File: src/rtl/wdmc_pkg.sv
package wdmc_pkg;

    typedef struct packed {
        logic [2:0] ps;
        logic       mem_wr_en;
        logic       mem_sel;
        logic       bank_sel;
        logic       dog_en;
    } ctl_t;

    localparam ctl_t CTL_RST = '0;

    // Bit 1 of the visible byte carries the ready flag, not stored state.
    function automatic logic [7:0] ctl_to_byte(ctl_t c, logic ready);
        return {c.ps, c.mem_wr_en, c.mem_sel, c.bank_sel, ready, c.dog_en};
    endfunction

    function automatic ctl_t byte_to_ctl(logic [7:0] b);
        ctl_t c;
        c.ps        = b[7:5];
        c.mem_wr_en = b[4];
        c.mem_sel   = b[3];
        c.bank_sel  = b[2];
        c.dog_en    = b[0];
        return c;
    endfunction

endpackage

File: src/rtl/wdmc_regs.sv
module wdmc_regs
    import wdmc_pkg::*;
#(
    parameter logic [7:0] REG_ADDR = 8'h96
) (
    input  logic       clk,
    input  logic       rst,
    input  logic [7:0] addr,
    input  logic       wr,
    input  logic       rd,
    input  logic [7:0] wdata,
    input  logic       ee_busy,
    output ctl_t       ctl,
    output logic       restart,
    output logic [7:0] rdata
);

    logic hit;
    logic wr_hit;
    ctl_t nxt;

    assign hit    = (addr == REG_ADDR);
    assign wr_hit = wr && hit;
    assign nxt    = byte_to_ctl(wdata);

    always_ff @(posedge clk) begin
        if (rst) begin
            ctl     <= CTL_RST;
            restart <= 1'b0;
        end else begin
            // strobe for kick bit or a new prescaler value, lasts one cycle
            restart <= wr_hit && (wdata[1] || (nxt.ps != ctl.ps));
            if (wr_hit) begin
                ctl <= nxt;
            end
        end
    end

    assign rdata = (rd && hit) ? ctl_to_byte(ctl, !ee_busy) : 8'h00;

    AST_FOREIGN_WRITE_IGNORED: assert property (@(posedge clk) disable iff (rst)
        !wr_hit |=> $stable(ctl));

endmodule

File: src/rtl/wdmc_wdog.sv
module wdmc_wdog #(
    parameter int unsigned TICK_CYC = 4,
    parameter int unsigned RST_LEN  = 3
) (
    input  logic       clk,
    input  logic       rst,
    input  logic       en,
    input  logic [2:0] ps,
    input  logic       restart,
    output logic       wdt_rst
);

    localparam int unsigned PER_MAX = TICK_CYC << 7;
    localparam int unsigned CNT_W   = $clog2(PER_MAX);
    localparam int unsigned PER_W   = CNT_W + 1;
    localparam int unsigned LEN_W   = $clog2(RST_LEN + 1);

    logic [CNT_W-1:0] cnt;
    logic [PER_W-1:0] per;
    logic [LEN_W-1:0] left;
    logic             last;
    logic             expire;

    assign per    = PER_W'(TICK_CYC) << ps;
    assign last   = ({1'b0, cnt} == (per - 1'b1));
    assign expire = en && !restart && last;

    always_ff @(posedge clk) begin
        if (rst) begin
            cnt  <= '0;
            left <= '0;
        end else begin
            if (restart) begin
                cnt <= '0;
            end else if (en) begin
                cnt <= last ? '0 : cnt + 1'b1;
            end
            if (expire) begin
                left <= LEN_W'(RST_LEN);
            end else if (left != '0) begin
                left <= left - 1'b1;
            end
        end
    end

    assign wdt_rst = (left != '0);

    AST_RESTART_ZEROES: assert property (@(posedge clk) disable iff (rst)
        restart |=> (cnt == '0));
    AST_FROZEN_WHEN_OFF: assert property (@(posedge clk) disable iff (rst)
        (!en && !restart) |=> $stable(cnt));
    AST_EXPIRY_FIRES: assert property (@(posedge clk) disable iff (rst)
        expire |=> wdt_rst);
    AST_KICK_WINS: assert property (@(posedge clk) disable iff (rst)
        restart |=> !$rose(wdt_rst));
    AST_COUNT_IN_RANGE: assert property (@(posedge clk) disable iff (rst)
        !restart |-> ({1'b0, cnt} < per));

endmodule

File: src/rtl/wdmc_eereq.sv
module wdmc_eereq (
    input  logic clk,
    input  logic rst,
    input  logic dp_wr,
    input  logic mem_sel,
    input  logic mem_wr_en,
    input  logic ee_busy,
    output logic req
);

    always_ff @(posedge clk) begin
        if (rst) begin
            req <= 1'b0;
        end else begin
            req <= dp_wr && mem_sel && mem_wr_en && !ee_busy;
        end
    end

    AST_BUSY_BLOCKS_REQ: assert property (@(posedge clk) disable iff (rst)
        ee_busy |=> !req);
    AST_REQ_NEEDS_STROBE: assert property (@(posedge clk) disable iff (rst)
        !dp_wr |=> !req);

endmodule

File: src/rtl/wdmc_top.sv
module wdmc_top
    import wdmc_pkg::*;
#(
    parameter logic [7:0]  REG_ADDR = 8'h96,
    parameter int unsigned TICK_CYC = 4,
    parameter int unsigned RST_LEN  = 3
) (
    input  logic       clk,
    input  logic       rst,
    input  logic [7:0] sfr_addr,
    input  logic       sfr_wr,
    input  logic       sfr_rd,
    input  logic [7:0] sfr_wdata,
    output logic [7:0] sfr_rdata,
    input  logic       ee_busy,
    input  logic       dp_wr,
    output logic       ee_wr_req,
    output logic       ee_access_en,
    output logic       ee_wr_en,
    output logic       dp_bank_sel,
    output logic       wdt_rst
);

    ctl_t ctl;
    logic restart;

    wdmc_regs #(.REG_ADDR(REG_ADDR)) u_regs (
        .clk     (clk),
        .rst     (rst),
        .addr    (sfr_addr),
        .wr      (sfr_wr),
        .rd      (sfr_rd),
        .wdata   (sfr_wdata),
        .ee_busy (ee_busy),
        .ctl     (ctl),
        .restart (restart),
        .rdata   (sfr_rdata)
    );

    wdmc_wdog #(.TICK_CYC(TICK_CYC), .RST_LEN(RST_LEN)) u_wdog (
        .clk     (clk),
        .rst     (rst),
        .en      (ctl.dog_en),
        .ps      (ctl.ps),
        .restart (restart),
        .wdt_rst (wdt_rst)
    );

    wdmc_eereq u_eereq (
        .clk       (clk),
        .rst       (rst),
        .dp_wr     (dp_wr),
        .mem_sel   (ctl.mem_sel),
        .mem_wr_en (ctl.mem_wr_en),
        .ee_busy   (ee_busy),
        .req       (ee_wr_req)
    );

    assign ee_access_en = ctl.mem_sel;
    assign ee_wr_en     = ctl.mem_wr_en;
    assign dp_bank_sel  = ctl.bank_sel;

endmodule

File: config.mk
export PLATFORM = sky130hd
export DESIGN_NAME = wdmc_top
export DESIGN_NICKNAME = d
export VERILOG_FILES = /design/src/rtl/wdmc_pkg.sv /design/src/rtl/wdmc_regs.sv /design/src/rtl/wdmc_wdog.sv /design/src/rtl/wdmc_eereq.sv /design/src/rtl/wdmc_top.sv
export SDC_FILE = /design/constraint.sdc
export NUM_CORES = 1
export LEC_CHECK = 0
export ABC_AREA = 1
export BUFFER_PORTS_ARGS = -buffer_cell sky130_fd_sc_hd__buf_2
export CORE_AREA = 10 10 66 68
export CTS_CLUSTER_DIAMETER = 120
export DETAILED_ROUTE_END_ITERATION = 16
export DIE_AREA = 0 0 76 78
export PLACE_DENSITY = 0.67
export SETUP_SLACK_MARGIN = 0.15
export SYNTH_ARGS = -nofsm -noshare
export SYNTH_HDL_FRONTEND = slang
export SYNTH_HIERARCHICAL = 1
export SYNTH_SLANG_ARGS = --single-unit
File: constraint.sdc
create_clock -name clk -period 1.2 [get_ports clk]
set_input_delay 0.06 -clock clk [delete_from_list [all_inputs] [get_ports clk]]
set_output_delay 0.06 -clock clk [all_outputs]
set_load 0.05 [all_outputs]
==> results.rst, run 1 <==
.. list-table::
   :header-rows: 1

   * - Metric
     - Value
   * - X dimension of the die
     - 76 µm
   * - Internal power
     - 0.001189 W
   * - Total chip power
     - 0.001682 W
   * - Violated checks
     - setup timing
   * - Combined area of the multi-input logic cells
     - 853.3 µm²
   * - Global Route Usage Sum
     - 0.1194
   * - Achievable frequency
     - 791.0 MHz
   * - Cell family with most CP delay
     - simple AND/OR/NAND/NOR gates
   * - Sequential standard cell area
     - 426.7 µm²
   * - Largest net degree at the start of global routing
     - 13
   * - Number of global-route vias before repair
     - 1437
   * - Post-DR wirelength/cell
     - 10.97 µm
   * - Buffers and inverters on the worst path
     - 0
   * - Total grt overflow
     - 0
   * - IO Pins
     - 35
   * - Post-Route WL
     - 3488 µm
   * - Largest fanout on the critical path
     - 9
   * - Vias/cell
     - 4.443
   * - Row count
     - 21
   * - Kind of critical path
     - register to register
   * - Number of warnings printed during yosys synthesis
     - 6
   * - Share of final-layout standard cells stronger than drive strength 1
     - 0.4485
   * - DR pass1 iterations
     - 5
   * - Tcrit/Tclk final
     - 1.054
   * - Synth-to-Final Area Change
     - 54.73%
   * - Worst setup margin
     - -64.25 ps
   * - Actual slew at the worst max-slew pin
     - 264.9 ps
   * - Share of synthesized area occupied by flip-flops and latches
     - 0.3025
   * - Maximum resistive drop on vdd
     - 0.0004683 V
   * - Net count after synthesis
     - 235
   * - Quantity of I/O buffers inserted on ports
     - 34
   * - Slowest library cell on the worst path
     - dfxtp_4
   * - Antenna-violating nets left
     - 0
   * - Core Footprint
     - 0.003179 mm²
   * - Final Hold Fails
     - 0
   * - Number of antenna violations at the first check in global routing
     - 0
   * - Combined area of all synthesized cells
     - 0.001324 mm²
   * - Unrepaired setup endpoints after global routing
     - yes
   * - Number of design rule violations left after detail routing
     - 0
   * - Filler instances
     - 277
   * - Post-synthesis cell type count
     - 24
   * - Worst path max stage delay
     - 390 ps
   * - Max Transition Viols Final
     - 0
   * - Arrival time reported for the critical path endpoint
     - 1470 ps
   * - Worst Setup Slack post-DPL
     - -63.98 ps
   * - Most frequent cells in the layout
     - 51 x nand2_1, 30 x inv_1, 28 x nor2_1
   * - Post-detailed-placement half-perimeter wirelength
     - 2549 µm
   * - Post-layout nets
     - 297
   * - Net Switching
     - 0.0004922 W
   * - Critical path launch point type
     - register
   * - Clk network pwr share
     - 0.279
   * - Class of the tightest hold or removal check
     - input port to register
   * - Fraction of power spent switching nets
     - 0.2927
   * - Required time reported for the critical path endpoint
     - 1410 ps
   * - Sequential group share of total power
     - 0.417
   * - Final antenna diode count
     - 0
   * - Most common cell after layout, fill and taps aside
     - nand2_1
   * - Insertion delay to the later sink of the worst-skew pair
     - 300 ps
   * - Setup violation total in the final timing report
     - 11
   * - Capturing element type of the critical path
     - register
   * - Final sum of negative setup slack
     - -594.0 ps
   * - Cell area power density
     - 821.0 mW/mm²
   * - Gpl congestion
     - 0.7419
   * - Starting Density
     - 0.4164
   * - Leakage component of the power
     - 0.9766 nW
   * - Cell repeated most along the worst path
     - nand2_1
   * - Vias
     - 1413
   * - First-pass GRT wire length
     - 6092 µm
   * - Die area
     - 0.005928 mm²
   * - Floorplan die height
     - 78 µm
   * - Clock-pin slew on the worst setup and hold paths
     - 120 ps
   * - Relative max-transition margin
     - 0.8246
   * - Worst Hold Slack
     - 47.46 ps
   * - Clk sinks
     - 20
   * - H-tree levels
     - 1
   * - Drt first-iter violations
     - 70
   * - Clock tree skew after final layout
     - 2.351 ps
   * - Root Buffer
     - clkbuf_4
   * - Synthesized instance count
     - 211
   * - Final period demand of the worst path
     - 1264 ps
   * - Cell-by-cell trace of the critical path
     - nand2_1, nand2_1, nand2_1, nand2_1, nor2_2, nand4_2, nand2_4, nor2_1
   * - TritonCTS clock tree
     - yes
   * - Max cap viols
     - 0
   * - Number of buffers added by the clock tree synthesis step
     - 3
   * - Outcome
     - finished, violations left
   * - Largest buffer count on any clock path
     - 2
   * - Post-synthesis average cell area
     - 6.274 µm²
   * - Comb power frac
     - 0.304
   * - Post-synthesis register bit count
     - 20
[path summary, 6_finish.rpt]
path / cells after the start / start / end / slack, ps
hold / removal: 4 / ee_busy / u_eereq/req / 50
hold reg to reg: 2 / u_wdog/left[1] / u_wdog/left[1] / 540
setup reg to reg: 8 / u_regs/ctl[6] / u_wdog/cnt[5] / -60
setup / recovery: 8 / u_regs/ctl[6] / u_wdog/cnt[5] / -60
[metrics by stage]
step | util | instances | area (µm²)
2_1_floorplan | - | 211 | 1423
3_3_place_gp | 0.5502 | 303 | 1749
3_5_place_dp | 0.5502 | 303 | 1749
4_1_cts | 0.6289 | 317 | 1999
5_1_grt | 0.6442 | 318 | 2048
6_report | 0.6442 | 318 | 2048
[per-layer routing]
| layer | GRT usage | share of wire |
|---|---|---|
| met1 | 0.1343 | 0.43 |
| met3 | 0.02304 | 0.043 |
| met4 | 0.03598 | 0.0060 |
| met5 | 0 | 0 |
| met2 | 0.2211 | 0.52 |
[final cells by class]
class,count,share of cell area
multi-input combinational,145,0.4166
timing repair buffer,59,0.2376
sequential,20,0.2083
inverter,44,0.08613
tap,46,0.02810
clock buffer,4,0.02321
[worst reg2reg max path: cells and delay by family, from the launching register on]
kind	cells	cell delay (ps)
and+or+nand+nor	8	800
DFF	1	390
[kinds of logic after synthesis]
logic type,share of synthesized area
AOI/OAI and AO/OA,0.02646
xor gates and xnor gates,0.04631
adders and majority gates,0.01890
buffers and inverters,0.1389
DFF,0.3025
muxes,0.007562
and+or+nand+nor,0.4594
[synth_stat cells, drive strengths merged]
cell	n	area [µm²]
dfxtp	20	400.4
nand2	57	231.5
a21oi	4	20.02
o21ai	3	15.01
nand4	5	37.53
xnor2	3	26.28
nor2	48	210.2
buf	2	18.77
ha	2	25.02
inv	44	165.1
mux2i	1	10.01
nor3	1	16.27
nand3	17	112.6
xor2	4	35.03
[power by group through the flow]
| stage | logic [W] | registers (W) | clock network, W |
|---|---|---|---|
| after floorplan | 0.000283 | 0.000721 | 0 |
| after global placement | 0.000370 | 0.000721 | 0 |
| after detailed placement | 0.000370 | 0.000722 | 0 |
| after CTS | 0.000496 | 0.000703 | 0.000483 |
| after global routing | 0.000572 | 0.000705 | 0.000506 |
| final | 0.000511 | 0.000701 | 0.000470 |
[timing repair]
action                     CTS  global route
resized for setup           45            14
setup endpoints to repair   21            21
hold buffers                 2             0
pin swaps                    8            13
buffers inserted             8             1
hold endpoints to repair     3             0
[flip-flops by register name, indices dropped and copies added (netlist names)]
signal          flops
u_wdog/left         2
u_eereq/req         1
u_wdog/cnt          9
u_regs/restart      1
u_regs/ctl          7
(Power assumes the default switching activity.)
==> run 2, diff against run 1 <==
--- a/config.mk
+++ b/config.mk
@@ -12,7 +12,7 @@
 export DETAILED_ROUTE_END_ITERATION = 16
 export DIE_AREA = 0 0 76 78
 export PLACE_DENSITY = 0.67
-export SETUP_SLACK_MARGIN = 0.15
+export SETUP_SLACK_MARGIN = 0.05
 export SYNTH_ARGS = -nofsm -noshare
 export SYNTH_HDL_FRONTEND = slang
 export SYNTH_HIERARCHICAL = 1
==> run 2 against run 1 <==
Against the previous run:
- the run still ends with setup timing left
- sequential share of layout area rose by 0.33 points
- clock skew grew 11 ps
- power decreased by 6.9%
- worst hold slack improved by 20 ps
- maximum frequency is 5.9% lower
- count of clock-buffer cells in the layout unchanged
- clock power down 30%
- critical path depth fell by 1
- flip-flop and latch count did not move
- non-clock buffer count shrank 1
- combinational power grew 3.9%
- largest cell class unchanged
- largest power group unchanged
==> results.rst, run 2 (synthesis results as in run 1) <==
.. list-table::
   :header-rows: 1

   * - Metric
     - Value
   * - Hold Crit Start
     - sfr_wdata[1]
   * - Clk sinks
     - 20
   * - First-pass GRT wire length
     - 5699 µm
   * - Final Hold Fails
     - 0
   * - Max cap viols
     - 0
   * - Final period demand of the worst path
     - 1343 ps
   * - Core Footprint
     - 0.003179 mm²
   * - Tcrit/Tclk final
     - 1.119
   * - Vias/cell
     - 4.582
   * - Filler instances
     - 297
   * - Sequential group share of total power
     - 0.450
   * - Post-Route WL
     - 3587 µm
   * - Capturing element type of the critical path
     - register
   * - Non-Filler Instances
     - 318
   * - Row count
     - 21
   * - Maximum resistive drop on vdd
     - 0.0003050 V
   * - Root Buffer
     - clkbuf_4
   * - Die area
     - 0.005928 mm²
   * - Largest registers
     - u_wdog/cnt: 9 flops, u_regs/ctl: 7 flops, u_wdog/left: 2 flops
   * - Violated checks
     - setup timing
   * - Leakage component of the power
     - 0.9400 nW
   * - Clock-pin slew on the worst setup and hold paths
     - 120 ps
   * - Number of flip-flops in the largest register
     - 9
   * - Number of design rule violations left after detail routing
     - 0
   * - Fraction of power spent switching nets
     - 0.3150
   * - Clock tree skew after final layout
     - 13.57 ps
   * - Unrepaired setup endpoints after global routing
     - yes
   * - Required time reported for the critical path endpoint
     - 1390 ps
   * - Number of buffers added by the clock tree synthesis step
     - 3
   * - Worst Hold Slack
     - 67.15 ps
   * - Sequential standard cell area
     - 422.9 µm²
   * - Setup violation total in the final timing report
     - 11
   * - Placed cells
     - 302
   * - Synth-to-Final Area Change
     - 50.95%
   * - Hold Crit Depth
     - 5
   * - Outcome
     - finished, violations left
   * - Worst hold endpoint
     - u_regs/restart
   * - Worst r2r src
     - u_regs/ctl[6]
   * - Antenna-violating nets left
     - 0
   * - Gpl congestion
     - 0.7790
   * - Kind of critical path
     - register to register
   * - Comb power frac
     - 0.339
   * - Cell area power density
     - 783.1 mW/mm²
   * - Achievable frequency
     - 744.7 MHz
   * - Quantity of I/O buffers inserted on ports
     - 34
   * - Actual slew at the worst max-slew pin
     - 317.6 ps
   * - Class of the tightest hold or removal check
     - input port to register
   * - Number of antenna violations at the first check in global routing
     - 0
   * - Largest fanout on the critical path
     - 7
   * - End of the worst register-to-register path
     - u_wdog/cnt[1]
   * - Post-detailed-placement half-perimeter wirelength
     - 2505 µm
   * - Drt first-iter violations
     - 79
   * - Final antenna diode count
     - 0
   * - Largest buffer count on any clock path
     - 2
   * - Global Route Usage Sum
     - 0.1102
   * - Worst setup margin
     - -142.8 ps
   * - Post-DR wirelength/cell
     - 11.28 µm
   * - Relative max-transition margin
     - 0.7875
   * - TritonCTS clock tree
     - yes
   * - Starting Density
     - 0.4164
   * - Combined area of the multi-input logic cells
     - 869.6 µm²
   * - Largest net degree at the start of global routing
     - 12
   * - Internal power
     - 0.001072 W
   * - Most common cell after layout, fill and taps aside
     - nand2_1
   * - IO Pins
     - 35
   * - Post-layout nets
     - 297
   * - Critical path launch point type
     - register
   * - Total grt overflow
     - 0
   * - Reg2Reg Depth
     - 7
   * - Register-to-register path setup slack
     - -140 ps
   * - DR pass1 iterations
     - 5
   * - X dimension of the die
     - 76 µm
   * - Most frequent cells in the layout
     - 50 x nand2_1, 33 x inv_1, 25 x buf_2
   * - Floorplan die height
     - 78 µm
   * - Net Switching
     - 0.0004929 W
   * - Max Transition Viols Final
     - 0
   * - H-tree levels
     - 1
   * - Number of global-route vias before repair
     - 1363
   * - Insertion delay to the later sink of the worst-skew pair
     - 300 ps
   * - Clk network pwr share
     - 0.211
   * - Vias
     - 1457
   * - Arrival time reported for the critical path endpoint
     - 1530 ps
   * - Largest reg by FF count
     - u_wdog/cnt
   * - Share of final-layout standard cells stronger than drive strength 1
     - 0.4449
run 2: cell types whose count changed in the layout (fill, tap and decap cells not counted), sizes merged:
cell | previous run | this run
dlygate4sd3 | 2 | 3
nand2 | 57 | 58
buf | 57 | 55
run 2: worst max path at each step:
stage	from	end	slack [ps]	cells after the start
after floorplan	u_regs/ctl[1]	sfr_rdata[2]	-50	2
after global placement	u_regs/ctl[5]	u_wdog/cnt[0]	-60	8
after detailed placement	u_regs/ctl[4]	u_wdog/cnt[0]	-90	7
after CTS	u_wdog/cnt[0]	u_wdog/cnt[8]	-70	9
after global routing	u_wdog/cnt[7]	u_wdog/cnt[1]	-240	8
final	u_regs/ctl[6]	u_wdog/cnt[1]	-140	7
run 2: power by group through the flow:
| stage | Combinational (W) | Sequential [W] | Clock [W] |
|---|---|---|---|
| 3_5_place_dp | 0.000372 | 0.000719 | 0 |
| 5_1_grt | 0.000585 | 0.000707 | 0.000367 |
| 3_3_place_gp | 0.000368 | 0.000718 | 0 |
| 4_1_cts | 0.000477 | 0.000704 | 0.000336 |
| 2_1_floorplan | 0.000281 | 0.000716 | 0 |
| 6_report | 0.000531 | 0.000704 | 0.000330 |
run 2: stage by stage:
stage	TNS [ps]	setup WS [ps]	util	cell area [µm²]	total power, W
floorplan	-312.2	-53.24	-	1381	0.0009973
global placement	-535.0	-58.95	0.5309	1688	0.001085
detailed placement	-823.2	-85.74	0.5309	1688	0.001091
CTS	-651.4	-71.08	0.5860	1863	0.001517
global route	-2515	-239.8	0.6285	1998	0.001659
finish	-1327	-142.8	0.6285	1998	0.001565
run 2: cell type report:
| type | instances | share of cell area |
|---|---|---|
| Inverter | 44 | 0.09080 |
| Sequential cell | 20 | 0.2116 |
| Clock buffer | 4 | 0.01315 |
| Multi-Input combinational cell | 146 | 0.4352 |
| Timing Repair Buffer | 58 | 0.2204 |
| Tap cell | 46 | 0.02880 |
run 2: worst max-delay path: stages, from the launching register on:
cell and delay, ps:
dfxtp_4 430, nand2_1 100, nand3_1 80, nand2_1 90, nor2_2 150, nand4_2 170
nand2_2 160, nor2_1 50
run 2: timing repair:
action / in CTS / in global routing
buffers inserted: 4 / 5
setup endpoints to repair: 20 / 21
resized for setup: 35 / 36
endpoints found under the hold margin: 3 / 0
pin swaps: 6 / 8
cloned: 0 / 1
hold buffers: 3 / 0
run 2: routing by layer:
layer / GRT usage / share of wire
met1: 0.1278 / 0.44
met2: 0.1964 / 0.51
met3: 0.02189 / 0.040
met4: 0.03788 / 0.012
met5: 0 / 0
==> run 3, diff against run 2 <==
--- a/config.mk
+++ b/config.mk
@@ -7,13 +7,12 @@
 export LEC_CHECK = 0
 export ABC_AREA = 1
 export BUFFER_PORTS_ARGS = -buffer_cell sky130_fd_sc_hd__buf_2
-export CORE_AREA = 10 10 66 68
+export CORE_AREA = 10 10 63 65
 export CTS_CLUSTER_DIAMETER = 120
 export DETAILED_ROUTE_END_ITERATION = 16
-export DIE_AREA = 0 0 76 78
-export PLACE_DENSITY = 0.67
+export DIE_AREA = 0 0 73 75
+export PLACE_DENSITY = 0.68
 export SETUP_SLACK_MARGIN = 0.05
 export SYNTH_ARGS = -nofsm -noshare
 export SYNTH_HDL_FRONTEND = slang
-export SYNTH_HIERARCHICAL = 1
 export SYNTH_SLANG_ARGS = --single-unit
==> run 3 against run 2 <==
Against the previous run:
- the flow still finishes with violations (setup timing)
- critical path depth grew 5
- cell area is 1.0% lower
- clock skew is 7.2 ps lower
- sequential share of layout area hardly changed
- cell count shrank 16%
- first-iteration DRC count fell by 66%
- synthesized cell count shrank 20%
- sequential power hardly changed
- critical endpoint is now u_wdog.cnt[0]
- largest cell class unchanged
==> results.rst, run 3 <==
.. list-table::
   :header-rows: 1

   * - Metric
     - Value
   * - Outcome
     - finished, violations left
   * - Violated checks
     - setup timing
   * - Internal power
     - 0.001131 W
   * - Starting Density
     - 0.4363
   * - Critical path launch point type
     - register
   * - Synth area leaders
     - dfxtp_1 34%, nand2_1 8.9%, nor2_1 7.6%, inv_1 7.0%, xor2_1 6.7%
   * - Post-synthesis register bit count
     - 20
   * - Reg2Reg Depth
     - 12
   * - Final antenna diode count
     - 0
   * - Kind of critical path
     - register to register
   * - Filler instances
     - 187
   * - Clock-pin slew on the worst setup and hold paths
     - 120 ps
   * - X dimension of the die
     - 73 µm
   * - Synthesized instance count
     - 169
   * - Sequential group share of total power
     - 0.435
   * - Final Hold Fails
     - 0
   * - Unrepaired setup endpoints after global routing
     - yes
   * - Dominant cell type by area after synthesis
     - dfxtp_1
   * - Net Switching
     - 0.0004886 W
   * - Row count
     - 19
   * - Maximum resistive drop on vdd
     - 0.0008097 V
   * - Worst Hold Slack
     - 22.38 ps
   * - Library cell with the highest instance count after synthesis
     - nand2_1
   * - Number of antenna violations at the first check in global routing
     - 0
   * - IO Pins
     - 35
   * - Max Transition Viols Final
     - 0
   * - Final period demand of the worst path
     - 1797 ps
   * - Capturing element type of the critical path
     - register
   * - Share of synthesized area occupied by flip-flops and latches
     - 0.3386
   * - Largest reg by FF count
     - u_wdog.cnt
   * - Most instantiated cells after synthesis
     - 28 x nand2_1, 24 x nor2_1, 22 x inv_1
   * - Post-DR wirelength/cell
     - 13.76 µm
   * - Total grt overflow
     - 0
   * - Vias
     - 1374
   * - Tcrit/Tclk final
     - 1.497
   * - Fraction of power spent switching nets
     - 0.3017
   * - Most frequent cells in the layout
     - 27 x nand2_1, 22 x buf_2, 22 x buf_4
   * - Floorplan die height
     - 75 µm
   * - Insertion delay to the later sink of the worst-skew pair
     - 300 ps
   * - Die area
     - 0.005475 mm²
   * - Setup violation total in the final timing report
     - 12
   * - Comb power frac
     - 0.314
   * - Root Buffer
     - clkbuf_4
   * - Net count after synthesis
     - 194
   * - Drt first-iter violations
     - 27
   * - Largest net degree at the start of global routing
     - 12
   * - Global Route Usage Sum
     - 0.1367
   * - Area share of the leading cell type in the synthesized netlist
     - 0.3386
   * - Required time reported for the critical path endpoint
     - 1410 ps
   * - DR pass1 iterations
     - 4
   * - Leakage component of the power
     - 0.8400 nW
   * - Clk network pwr share
     - 0.251
   * - EDFF count, synth
     - 0
   * - Share of final-layout standard cells stronger than drive strength 1
     - 0.4873
   * - Vias/cell
     - 5.146
   * - Gpl congestion
     - 0.8372
   * - Number of global-route vias before repair
     - 1451
   * - Most common cell after layout, fill and taps aside
     - nand2_1
   * - Worst Setup Slack post-DPL
     - -616.7 ps
   * - Cell area power density
     - 818.7 mW/mm²
   * - Relative max-transition margin
     - 0.8138
   * - Core Footprint
     - 0.002710 mm²
   * - Number of flip-flops in the largest register
     - 9
   * - Worst setup margin
     - -596.8 ps
   * - Largest fanout on the critical path
     - 8
   * - Max cap viols
     - 0
   * - TritonCTS clock tree
     - yes
   * - Largest registers
     - u_wdog.cnt: 9 flops, u_regs.ctl: 7 flops, u_wdog.left: 2 flops
   * - Synth-to-Final Area Change
     - 67.30%
   * - Combined area of all synthesized cells
     - 0.001182 mm²
   * - Hold Crit Depth
     - 3
   * - H-tree levels
     - 1
   * - Post-route cell area
     - 0.001978 mm²
   * - Post-Route WL
     - 3674 µm
   * - Post-synthesis async set-or-reset flop share
     - 0
   * - Largest buffer count on any clock path
     - 2
   * - Class of the tightest hold or removal check
     - input port to register
   * - Dominant register cell in the synthesized netlist
     - dfxtp_1
   * - Post-detailed-placement half-perimeter wirelength
     - 2627 µm
   * - First-pass GRT wire length
     - 6216 µm
   * - Clock tree skew after final layout
     - 6.322 ps
   * - Clk sinks
     - 20
   * - Antenna-violating nets left
     - 0
   * - Number of buffers added by the clock tree synthesis step
     - 3
   * - Post-synthesis average cell area
     - 6.996 µm²
   * - Achievable frequency
     - 556.6 MHz
   * - Arrival time reported for the critical path endpoint
     - 2000 ps
   * - Post-Place Cell Area
     - 0.001644 mm²
   * - Post-synthesis cell type count
     - 24
   * - Post-layout nets
     - 262
   * - Quantity of I/O buffers inserted on ports
     - 34
   * - Number of design rule violations left after detail routing
     - 0
   * - Actual slew at the worst max-slew pin
     - 277.2 ps
   * - Number of warnings printed during yosys synthesis
     - 0
==> run 3: cell count changes after synthesis, moves of 3 or more <==
cell     delta
a21oi_1     +7
inv_1      -18
inv_2       -3
nand2_1    -24
nand4_1     -3
nor2_1     -16
nor2_2      -4
nor3_1      +3
nor4_1      +5
o21ai_0     +7
xor2_1      +5
==> run 3: worst max-delay path: stages, from the launching register on <==
cell and delay (ps):
dfxtp_4 380, nor3_4 190, inv_2 60, ha_4 270
inv_2 30, nand2_2 60, nand3_2 70, nor2_2 120
nand3_2 100, nor2_4 140, nand3_2 100, nand2_4 130
nor2_1 50
==> run 3: area by class of cell <==
type | count | area [µm²] | share of cell area
Tap cell | 31 | 38.79 | 0.01961
Inverter | 24 | 105.1 | 0.05313
Clock buffer | 4 | 36.28 | 0.01834
Timing Repair Buffer | 67 | 569.3 | 0.2878
Sequential cell | 20 | 417.9 | 0.2113
Multi-Input combinational cell | 121 | 810.8 | 0.4099
==> run 3: stage by stage <==
stage	instances	total power, W	util	setup TNS, ps
floorplan	169	0.0009199	-	-5349
global placement	254	0.0009984	0.6066	-6353
detailed placement	254	0.001024	0.6066	-7369
CTS	264	0.001533	0.6893	-5931
global route	267	0.001703	0.7299	-7871
finish	267	0.001619	0.7299	-6333
==> run 3: worst paths after layout <==
path / startpoint / endpoint / slack, ps
worst min-delay path: sfr_wr / u_regs.restart / 20
worst min register to register: u_regs.ctl[3] / u_eereq.req / 480
worst max register to register: u_regs.ctl[4] / u_wdog.cnt[0] / -600
worst max-delay path: u_regs.ctl[4] / u_wdog.cnt[0] / -600
==> run 3: cell families after synthesis <==
| logic type | synth area share |
|---|---|
| AND/OR/NAND/NOR | 0.3302 |
| buffers and inverters | 0.1111 |
| AO/OA/AOI/OAI | 0.08465 |
| flip-flops | 0.3386 |
| XOR/XNOR | 0.1037 |
| adder cells (fa/ha/maj) | 0.03175 |
==> run 3: what timing repair did <==
item | in CTS | in global routing
pin swaps | 10 | 14
setup endpoints to repair | 21 | 21
setup buffers | 4 | 2
resized for setup | 43 | 26
hold buffers | 2 | 1
hold endpoints to repair | 3 | 1
==> run 3: power groups by stage <==
stage | Clock [W] | Sequential, W | Combinational, W
6_report | 0.000407 | 0.000705 | 0.000508
4_1_cts | 0.000412 | 0.000701 | 0.000419
5_1_grt | 0.000436 | 0.000709 | 0.000558
3_3_place_gp | 0 | 0.000718 | 0.000280
2_1_floorplan | 0 | 0.000718 | 0.000202
3_5_place_dp | 0 | 0.000720 | 0.000303
==> run 3: layer usage <==
| metal | global-route usage | wire [µm] | up-vias |
|---|---|---|---|
| li1 | - | - | 676 |
| met1 | 0.1417 | 1420 | 632 |
| met2 | 0.2512 | 1892 | 50 |
| met3 | 0.03417 | 218 | 16 |
| met4 | 0.06540 | 143 | 0 |
| met5 | 0 | 0 | - |
